[src/rtl/refresh_sched.sv]
module refresh_sched #(
  parameter int NBANK      = 8,
  parameter int OCC_W      = 6,
  parameter int TRFC       = 12,
  parameter int DEBT_MAX   = 8,
  parameter int CREDIT_LIM = 8,
  localparam int BW = $clog2(NBANK),
  localparam int DW = $clog2((DEBT_MAX > CREDIT_LIM) ? DEBT_MAX : CREDIT_LIM) + 2,
  localparam int CW = $clog2(TRFC + 1)
) (
  input  logic                   clk,
  input  logic                   rst_n,
  input  logic [NBANK*OCC_W-1:0] q_occ,
  input  logic                   wr_drain,
  input  logic [NBANK-1:0]       wr_mask,
  input  logic                   ref_tick,
  input  logic                   ref_ack,
  output logic                   ref_req,
  output logic [BW-1:0]          ref_bank,
  output logic [NBANK-1:0]       bank_busy
);
  localparam logic signed [DW-1:0] DMAX = DW'(DEBT_MAX);
  localparam logic signed [DW-1:0] DMIN = -(DW'(CREDIT_LIM));
  localparam logic signed [DW-1:0] ONE  = DW'(1);

  typedef enum logic [1:0] {S_IDLE, S_REQ, S_BUSY} state_t;
  state_t state;
  logic [CW-1:0] cnt;
  logic signed [DW-1:0] debt [NBANK];

  logic take;
  assign take = (state == S_REQ) && ref_ack;

  logic                 sel_valid;
  logic [BW-1:0]        sel_bank;
  logic [1:0]           best_cls;
  logic signed [DW-1:0] best_debt;
  logic [1:0]           cls;

  always_comb begin
    sel_valid = 1'b0;
    sel_bank  = '0;
    best_cls  = 2'd0;
    best_debt = '0;
    cls       = 2'd0;
    for (int b = 0; b < NBANK; b++) begin
      if (debt[b] >= DMAX)
        cls = 2'd3;
      else if (q_occ[b*OCC_W +: OCC_W] == '0 && debt[b] > '0)
        cls = 2'd2;
      else if (wr_drain && !wr_mask[b] && debt[b] > DMIN)
        cls = 2'd1;
      else
        cls = 2'd0;
      if (cls != 2'd0 && (!sel_valid || cls > best_cls ||
                          (cls == best_cls && debt[b] > best_debt))) begin
        sel_valid = 1'b1;
        sel_bank  = BW'(b);
        best_cls  = cls;
        best_debt = debt[b];
      end
    end
  end

  for (genvar g = 0; g < NBANK; g++) begin : g_debt
    logic inc, dec;
    assign inc = ref_tick && (debt[g] != DMAX);
    assign dec = take && (ref_bank == BW'(g));
    always_ff @(posedge clk) begin
      if (!rst_n)
        debt[g] <= '0;
      else if (inc && !dec)
        debt[g] <= debt[g] + ONE;
      else if (dec && !inc)
        debt[g] <= debt[g] - ONE;
    end
  end

  always_ff @(posedge clk) begin
    if (!rst_n) begin
      state    <= S_IDLE;
      ref_bank <= '0;
      cnt      <= '0;
    end else begin
      case (state)
        S_IDLE:
          if (sel_valid) begin
            state    <= S_REQ;
            ref_bank <= sel_bank;
          end
        S_REQ:
          if (ref_ack) begin
            state <= S_BUSY;
            cnt   <= CW'(TRFC - 1);
          end
        default:
          if (cnt == '0) state <= S_IDLE;
          else           cnt   <= cnt - 1'b1;
      endcase
    end
  end

  assign ref_req   = (state == S_REQ);
  assign bank_busy = (state == S_BUSY) ? (NBANK'(1) << ref_bank) : '0;
endmodule


[config.mk]
export PLATFORM = sky130hd
export DESIGN_NAME = refresh_sched
export DESIGN_NICKNAME = d
export VERILOG_FILES = /design/src/rtl/refresh_sched.sv
export SDC_FILE = /design/constraint.sdc
export NUM_CORES = 1
export LEC_CHECK = 0
export ABC_AREA = 1
export BUFFER_PORTS_ARGS = -buffer_cell sky130_fd_sc_hd__buf_2
export CORE_AREA = 2 2 134 136
export DETAILED_ROUTE_END_ITERATION = 16
export DIE_AREA = 0 0 136 138
export GPL_ROUTABILITY_DRIVEN = 0
export PLACE_DENSITY_LB_ADDON = 0.3
export SYNTH_ARGS = -nofsm -noshare
export SYNTH_HDL_FRONTEND = slang
export SYNTH_SLANG_ARGS = --single-unit
[constraint.sdc]
create_clock -name clk -period 13.1 [get_ports clk]
set_input_delay 1.31 -clock clk [delete_from_list [all_inputs] [get_ports clk]]
set_output_delay 1.31 -clock clk [all_outputs]
set_load 0.005 [all_outputs]
# Word level (Yosys, flattened, before mapping)
# Memories as Yosys holds them, arrays and structs flattened.
# Index checks and enable logic that the tools add are counted.
# W data, S select, Z words.
dict set report word_totals {
  mem_count 1
  ram_bits 40
  rom_bits 0
  latchBits 0
  reg_bits 9
  output_inout_bits 12
  inputBits 61
  word_cells 377
}
# memory depth word_bits rd rd_ports_with_merged_regs wr line_no
set mem_list {}
lappend mem_list {debt 8 5 8 0 8 29} ;# logic signed [DW-1:0] debt [NBANK];
dict set report op_classes {
  div_mod_pow 0
  order_cmp 38
  mul 0
  addsub 17
  eq_ne 27
  bitwise 17
  shifts 1
  muxes 134
  n_reduce_logical 139
}
# op count
set ops {}
lappend ops {{$mux W5} 23}
lappend ops {{$mux W1} 74}
lappend ops {{$logic_and A1 B1 Y1} 71}
lappend ops {{$mux W2} 26}
lappend ops {{$logic_not A6 Y1} 8}
lappend ops {{$add A5 B2 Y5 const B} 8}
lappend ops {{$ge A5 B5 Y1 const B} 8}
lappend ops {{$gt A5 B1 Y1 const B} 8}
lappend ops {{$gt A5 B4 Y1 const B} 8}
lappend ops {{$ne A5 B5 Y1 const B} 8}
lappend ops {{$sub A5 B2 Y5 const B} 8}
lappend ops {{$gt A5 B5 Y1} 7}
lappend ops {{$logic_not A1 Y1} 31}
lappend ops {{$mux W3} 6}
lappend ops {{$or A1 B1 Y1} 16}
lappend ops {{$reduce_bool A2 Y1} 8}
lappend ops {{$eq A2 B2 Y1} 7}
lappend ops {{$gt A2 B2 Y1} 7}
lappend ops {{$logic_or A1 B1 Y1} 14}
lappend ops {{$eq A3 B3 Y1 const B} 4}
lappend ops {{$mux W4} 2}
lappend ops {{$mux W8} 1}
lappend ops {{$pmux W4 S2} 1}
lappend ops {{$shl A1 B3 Y8 const A} 1}
lappend ops {{other kinds (14)} 18}

# Depth between registers and ports, before layout
dict set report logic_depth {
  depth_word 45
  mapped_depth 89
}

# Worst setup path before layout
# OpenSTA, ideal clock, no wires.
dict set report synth_timing {
  path_type {input-to-reg}
  from {input q_occ[1]}
  to {register ref_bank[0]}
  path_stages 79
  arrival_ps 10151
  t_required_ps 13030
  path_slack_ps 2880
  setup_time_ps 70
  path_cell_list {or2_0 -> nor2_1 -> nand2_2 -> nand3_4 -> nand2_1 -> ha_1 -> a21oi_1 -> nand2_1 -> nand2_1 -> nand2_1 -> nand2_1 -> nand3_2 -> nand2_4 -> buf_6 -> nand2_1 -> o21ai_2 -> ha_1 -> nand2_1 -> (+43 left out) -> nand2_1 -> o211ai_1 -> nand3_1 -> a22oi_1 -> nor2_4 -> nor2_8 -> inv_4 -> nand3_1 -> nand2_1 -> ha_1 -> nand2_1 -> o211ai_1 -> nand3_1 -> o2111ai_1 -> nand2_1 -> o211ai_1 -> inv_1 -> a21oi_1}
}
dict set report synth_via {
  elab_chain_cells 42
}
# element line_no
set synth_lines {}
lappend synth_lines {{start: declaration} 13} ;# input logic [NBANK*OCC_W-1:0] q_occ,
lappend synth_lines {{$logic_not A6 Y1 (*)} 49} ;# else if (q_occ[b*OCC_W +: OCC_W] == '0 && debt[b] > '0)
lappend synth_lines {{$logic_and A1 B1 Y1 (*)} 49}
lappend synth_lines {{$mux W2 (*)} 49}
lappend synth_lines {{$mux W2 (*)} 47} ;# if (debt[b] >= DMAX)
lappend synth_lines {{$reduce_bool A2 Y1} 55} ;# if (cls != 2'd0 && (!sel_valid || cls > best_cls ||
lappend synth_lines {{$mux W5, or another cell as far along} 55}
lappend synth_lines {{$gt A5 B5 Y1, or another cell as far along} 56} ;# (cls == best_cls && debt[b] > best_debt))) begin
lappend synth_lines {{$logic_and A1 B1 Y1 / $logic_or A1 B1 Y1 (equally long branches)} {56, 55}}
lappend synth_lines {{(+26 left out)} --}
lappend synth_lines {{$logic_and A1 B1 Y1} 55}
lappend synth_lines {{$mux W5, or another cell as far along} 55}
lappend synth_lines {{$gt A5 B5 Y1, or another cell as far along} 56}
lappend synth_lines {{$logic_and A1 B1 Y1 / $logic_or A1 B1 Y1 (equally long branches)} {56, 55}}
lappend synth_lines {{$logic_or A1 B1 Y1} 55}
lappend synth_lines {{$logic_and A1 B1 Y1} 55}
lappend synth_lines {{$mux W1} 55}
lappend synth_lines {{$reduce_and A2 Y1 (no source line)} --}
lappend synth_lines {{end signal: assignment} 89} ;# ref_bank <= sel_bank;
lappend synth_lines {{end: declaration} 19} ;# output logic [BW-1:0] ref_bank,
# Every way passes the cells marked *; elsewhere a longest branch is shown, timed or not.
# A chain may end at the register's enable or synchronous reset.

# Final worst setup path
dict set report layout_timing {
  from {input wr_drain}
  to {register ref_bank[0]}
}
dict set report layout_via {
  elab_chain_cells 43
}
# element line_no
set layout_lines {}
lappend layout_lines {{start: declaration} 14} ;# input logic wr_drain,
lappend layout_lines {{$logic_and A1 B1 Y1 (2 in a row)} 51} ;# else if (wr_drain && !wr_mask[b] && debt[b] > DMIN)
lappend layout_lines {{$mux W1} 51}
lappend layout_lines {{$mux W2} 49}
lappend layout_lines {{$mux W2} 47}
lappend layout_lines {{$reduce_bool A2 Y1} 55}
lappend layout_lines {{$mux W5, or another cell as far along} 55}
lappend layout_lines {{$gt A5 B5 Y1, or another cell as far along} 56}
lappend layout_lines {{$logic_and A1 B1 Y1 / $logic_or A1 B1 Y1 (equally long branches)} {56, 55}}
lappend layout_lines {{(+26 left out)} --}
lappend layout_lines {{$logic_and A1 B1 Y1} 55}
lappend layout_lines {{$mux W5, or another cell as far along} 55}
lappend layout_lines {{$gt A5 B5 Y1, or another cell as far along} 56}
lappend layout_lines {{$logic_and A1 B1 Y1 / $logic_or A1 B1 Y1 (equally long branches)} {56, 55}}
lappend layout_lines {{$logic_or A1 B1 Y1} 55}
lappend layout_lines {{$logic_and A1 B1 Y1} 55}
lappend layout_lines {{$mux W1} 55}
lappend layout_lines {{$reduce_and A2 Y1 (no source line)} --}
# Several ways; a longest one is shown, not always the timed one.

==> key figures <==
Outcome
  • Status: finished, final reports clean

Global routing
  • First-pass GRT wire length: 25.76 mm
  • Number of global-route vias before repair: 5321
  • Gr usage total: 16.98%
  • GRT overflow: 0
  • Initial antenna violation count: 0
  • Pin count of the biggest net entering global routing: 23

Worst setup path
  • CP max FO: 14
  • Critical-path top delay cell: inv_1
  • CP Launch Type: primary input
  • Critical setup path kind: in2reg
  • CP Data Arrival Time: 11700 ps
  • FF-to-FF path depth: 77
  • CP most frequent cell: nand2_1
  • Critical Path RT: 13350 ps
  • Crit-path max cell delay: 380 ps
  • Setup crit end kind: register

Floorplan
  • Num rows: 49
  • Die ar.: 18770 um^2
  • Die height: 138 um
  • Die boundary width: 136 um
  • I/O pins: 73
  • Initial core utilization: 33.83%
  • CORE AREA: 17530 um^2

Synthesis
  • Post-Syn Area: 5932 um^2
  • Synth Area in Simple Gates: 34.09%
  • Largest area contributor in the netlist: edfxtp_1
  • Seq cells post-synth: 49
  • Synth Area in Adders: 15.74%
  • Syn Nets: 1017
  • Post-synthesis mux area share: 0%
  • Number of enable flip-flop cells after synthesis: 40
  • Most numerous cell in the Yosys netlist: nand2_1
  • Complex-gate fraction of the synthesized area: 12.09%
  • Seq/Total Area, Yosys: 23.29%
  • Syn Area/Cell: 6.726 um^2
  • Xor and xnor area share after synthesis: 4.872%
  • Largest cells by area after synthesis: edfxtp_1 20%, ha_1 15%, nand2_1 12%
  • YS warnings: 0
  • Ys async rst share: 0%
  • Netlist cell types: 49
  • Top-area cell type share of the netlist area: 20.25%
  • Synth cell count leaders: 193 x nand2_1, 130 x inv_1, 118 x nor2_1
  • Most frequently used flop master after synthesis: edfxtp_1
  • Largest family of logic cells by synthesized area: simple AND/OR/NAND/NOR gates
  • Synth Instances: 882

Placement
  • Placement Setup Slack: 1345 ps
  • DPL Wire Length: 12.45 mm
  • IO Port Bufs: 72

Clock tree
  • Sink Count: 49
  • Reg clk slew, reported paths: 70 ps
  • Post-CTS Resized: 0
  • Worst-Skew Late Latency: 310 ps
  • Total CTS buffers: 5
  • CTS tree: built
  • Clock root cell: clkbuf_16
  • Hold buffer count at CTS: 0
  • Setup Buffers After CTS: 0
  • Clk buf depth: 2
  • H-tree Lvls: 2

Route
  • DRT antenna net count: 0
  • 1st-iter DRT viols: 322
  • Number of remaining DRC errors: 0
  • DR WL/cell: 13.08 um
  • Drt pass-1 iters: 5
  • Routed vias: 5736
  • Avg Vias per Cell: 4.857
  • Total Wirelength: 15.45 mm

Final layout
  • # nets final: 1086
  • Antenna cells: 0
  • Layout cells sized above 1: 13.55%
  • Area Growth Syn to Fin: 12.87%
  • Final core occ: 38.18%

STA
  • Slew Viols, Final: 0
  • Peak Freq: 87.28 MHz
  • Final hold viol count: 0
  • Worst slew margin: 56.38%
  • Worst Max-Slew Pin Slew: 653.5 ps
  • Setup-failing EPs final: 0
  • Tmin final: 11460 ps
  • Final period util: 87.46%
  • Setup TNS: 0 ps
  • Unrepaired setup endpoints after global routing: no
  • Clk_skew: 9.714 ps
  • Final worst slack: 1642 ps

Power and ir drop
  • PwrDens: 171.7 nW/um^2
  • Leak: 3.399 nW
  • Maximum VDD drop: 79.62 uV
  • Total chip power: 0.001149 W

Job
  • Max-cap viol count: 0

Hold path
  • HP Class: reg2reg
  • Cells on Worst Hold Path: 2
final cells by class:
cell class / instances / area (um^2)
timing repair buffer: 72 / 360.3
fill: 1926 / 10840
multi-input combinational: 684 / 3961
tap: 229 / 286.5
inverter: 139 / 525.5
clock inverter: 1 / 5.005
clock buffer: 7 / 175.2
sequential: 49 / 1381
report_power, final:
part / switching (W) / internal [W] / total, W
registers: 0.0000374 / 0.000197 / 0.000234
clock network: 0.0000654 / 0.0000940 / 0.000159
logic: 0.000460 / 0.000296 / 0.000755
flip-flops by register name (all words and copies together) (netlist names):
name / flops
cnt: 4
debt: 40
ref_bank: 3
state: 2
cell usage in the layout, fill, tap and decap left out, types with 11 or more instances in the layout:
cell type,n
nand3_1,82
and2_1,12
buf_2,72
o22ai_1,11
inv_1,130
nand2_1,193
xor2_1,30
a21oi_1,35
ha_1,73
nor2_1,118
o21ai_0,46
edfxtp_1,40
metal layers:
metal  track usage, %  wire, um  up-vias
met5                0         0        -
met4            4.550       269        0
met3            2.640       824       21
met2            27.08      6930      153
met1            23.79      7427     2540
li1                 -         -     3022
logic make-up after synthesis:
group / count (synthesis)
simple gates: 454
buf+inv: 149
compound gates: 123
fa+ha+maj: 74
flops: 49
xor+xnor: 33
through the flow:
step                      hold slack, ps  instance area (um^2)  std cells
after floorplan                    451.9                  5932        882
after global placement             470.6                  6515       1173
after detailed placement           472.6                  6515       1173
after CTS                          489.4                  6695       1181
after global routing               505.6                  6695       1181
final                              487.6                  6695       1181
worst max-delay path, delay by kind of cell:
| family | cells | cell delay, ps |
|---|---|---|
| AOI/OAI and AO/OA | 18 | 2730 |
| buffers and inverters | 8 | 1070 |
| adders and majority gates | 7 | 2030 |
| and+or+nand+nor | 45 | 4500 |
worst paths after layout:
check                                            from                        to  slack (ps)
worst max-delay path                         wr_drain  ref_bank[0]$_SDFFE_PN0P_        1640
worst min-delay path            state[0]$_SDFFE_PN0P_     state[0]$_SDFFE_PN0P_         490
worst min register to register  state[0]$_SDFFE_PN0P_     state[0]$_SDFFE_PN0P_         490
worst max register to register   debt[0][5]$_DFFE_PP_  ref_bank[0]$_SDFFE_PN0P_        2200
(Power assumes the default switching activity.)
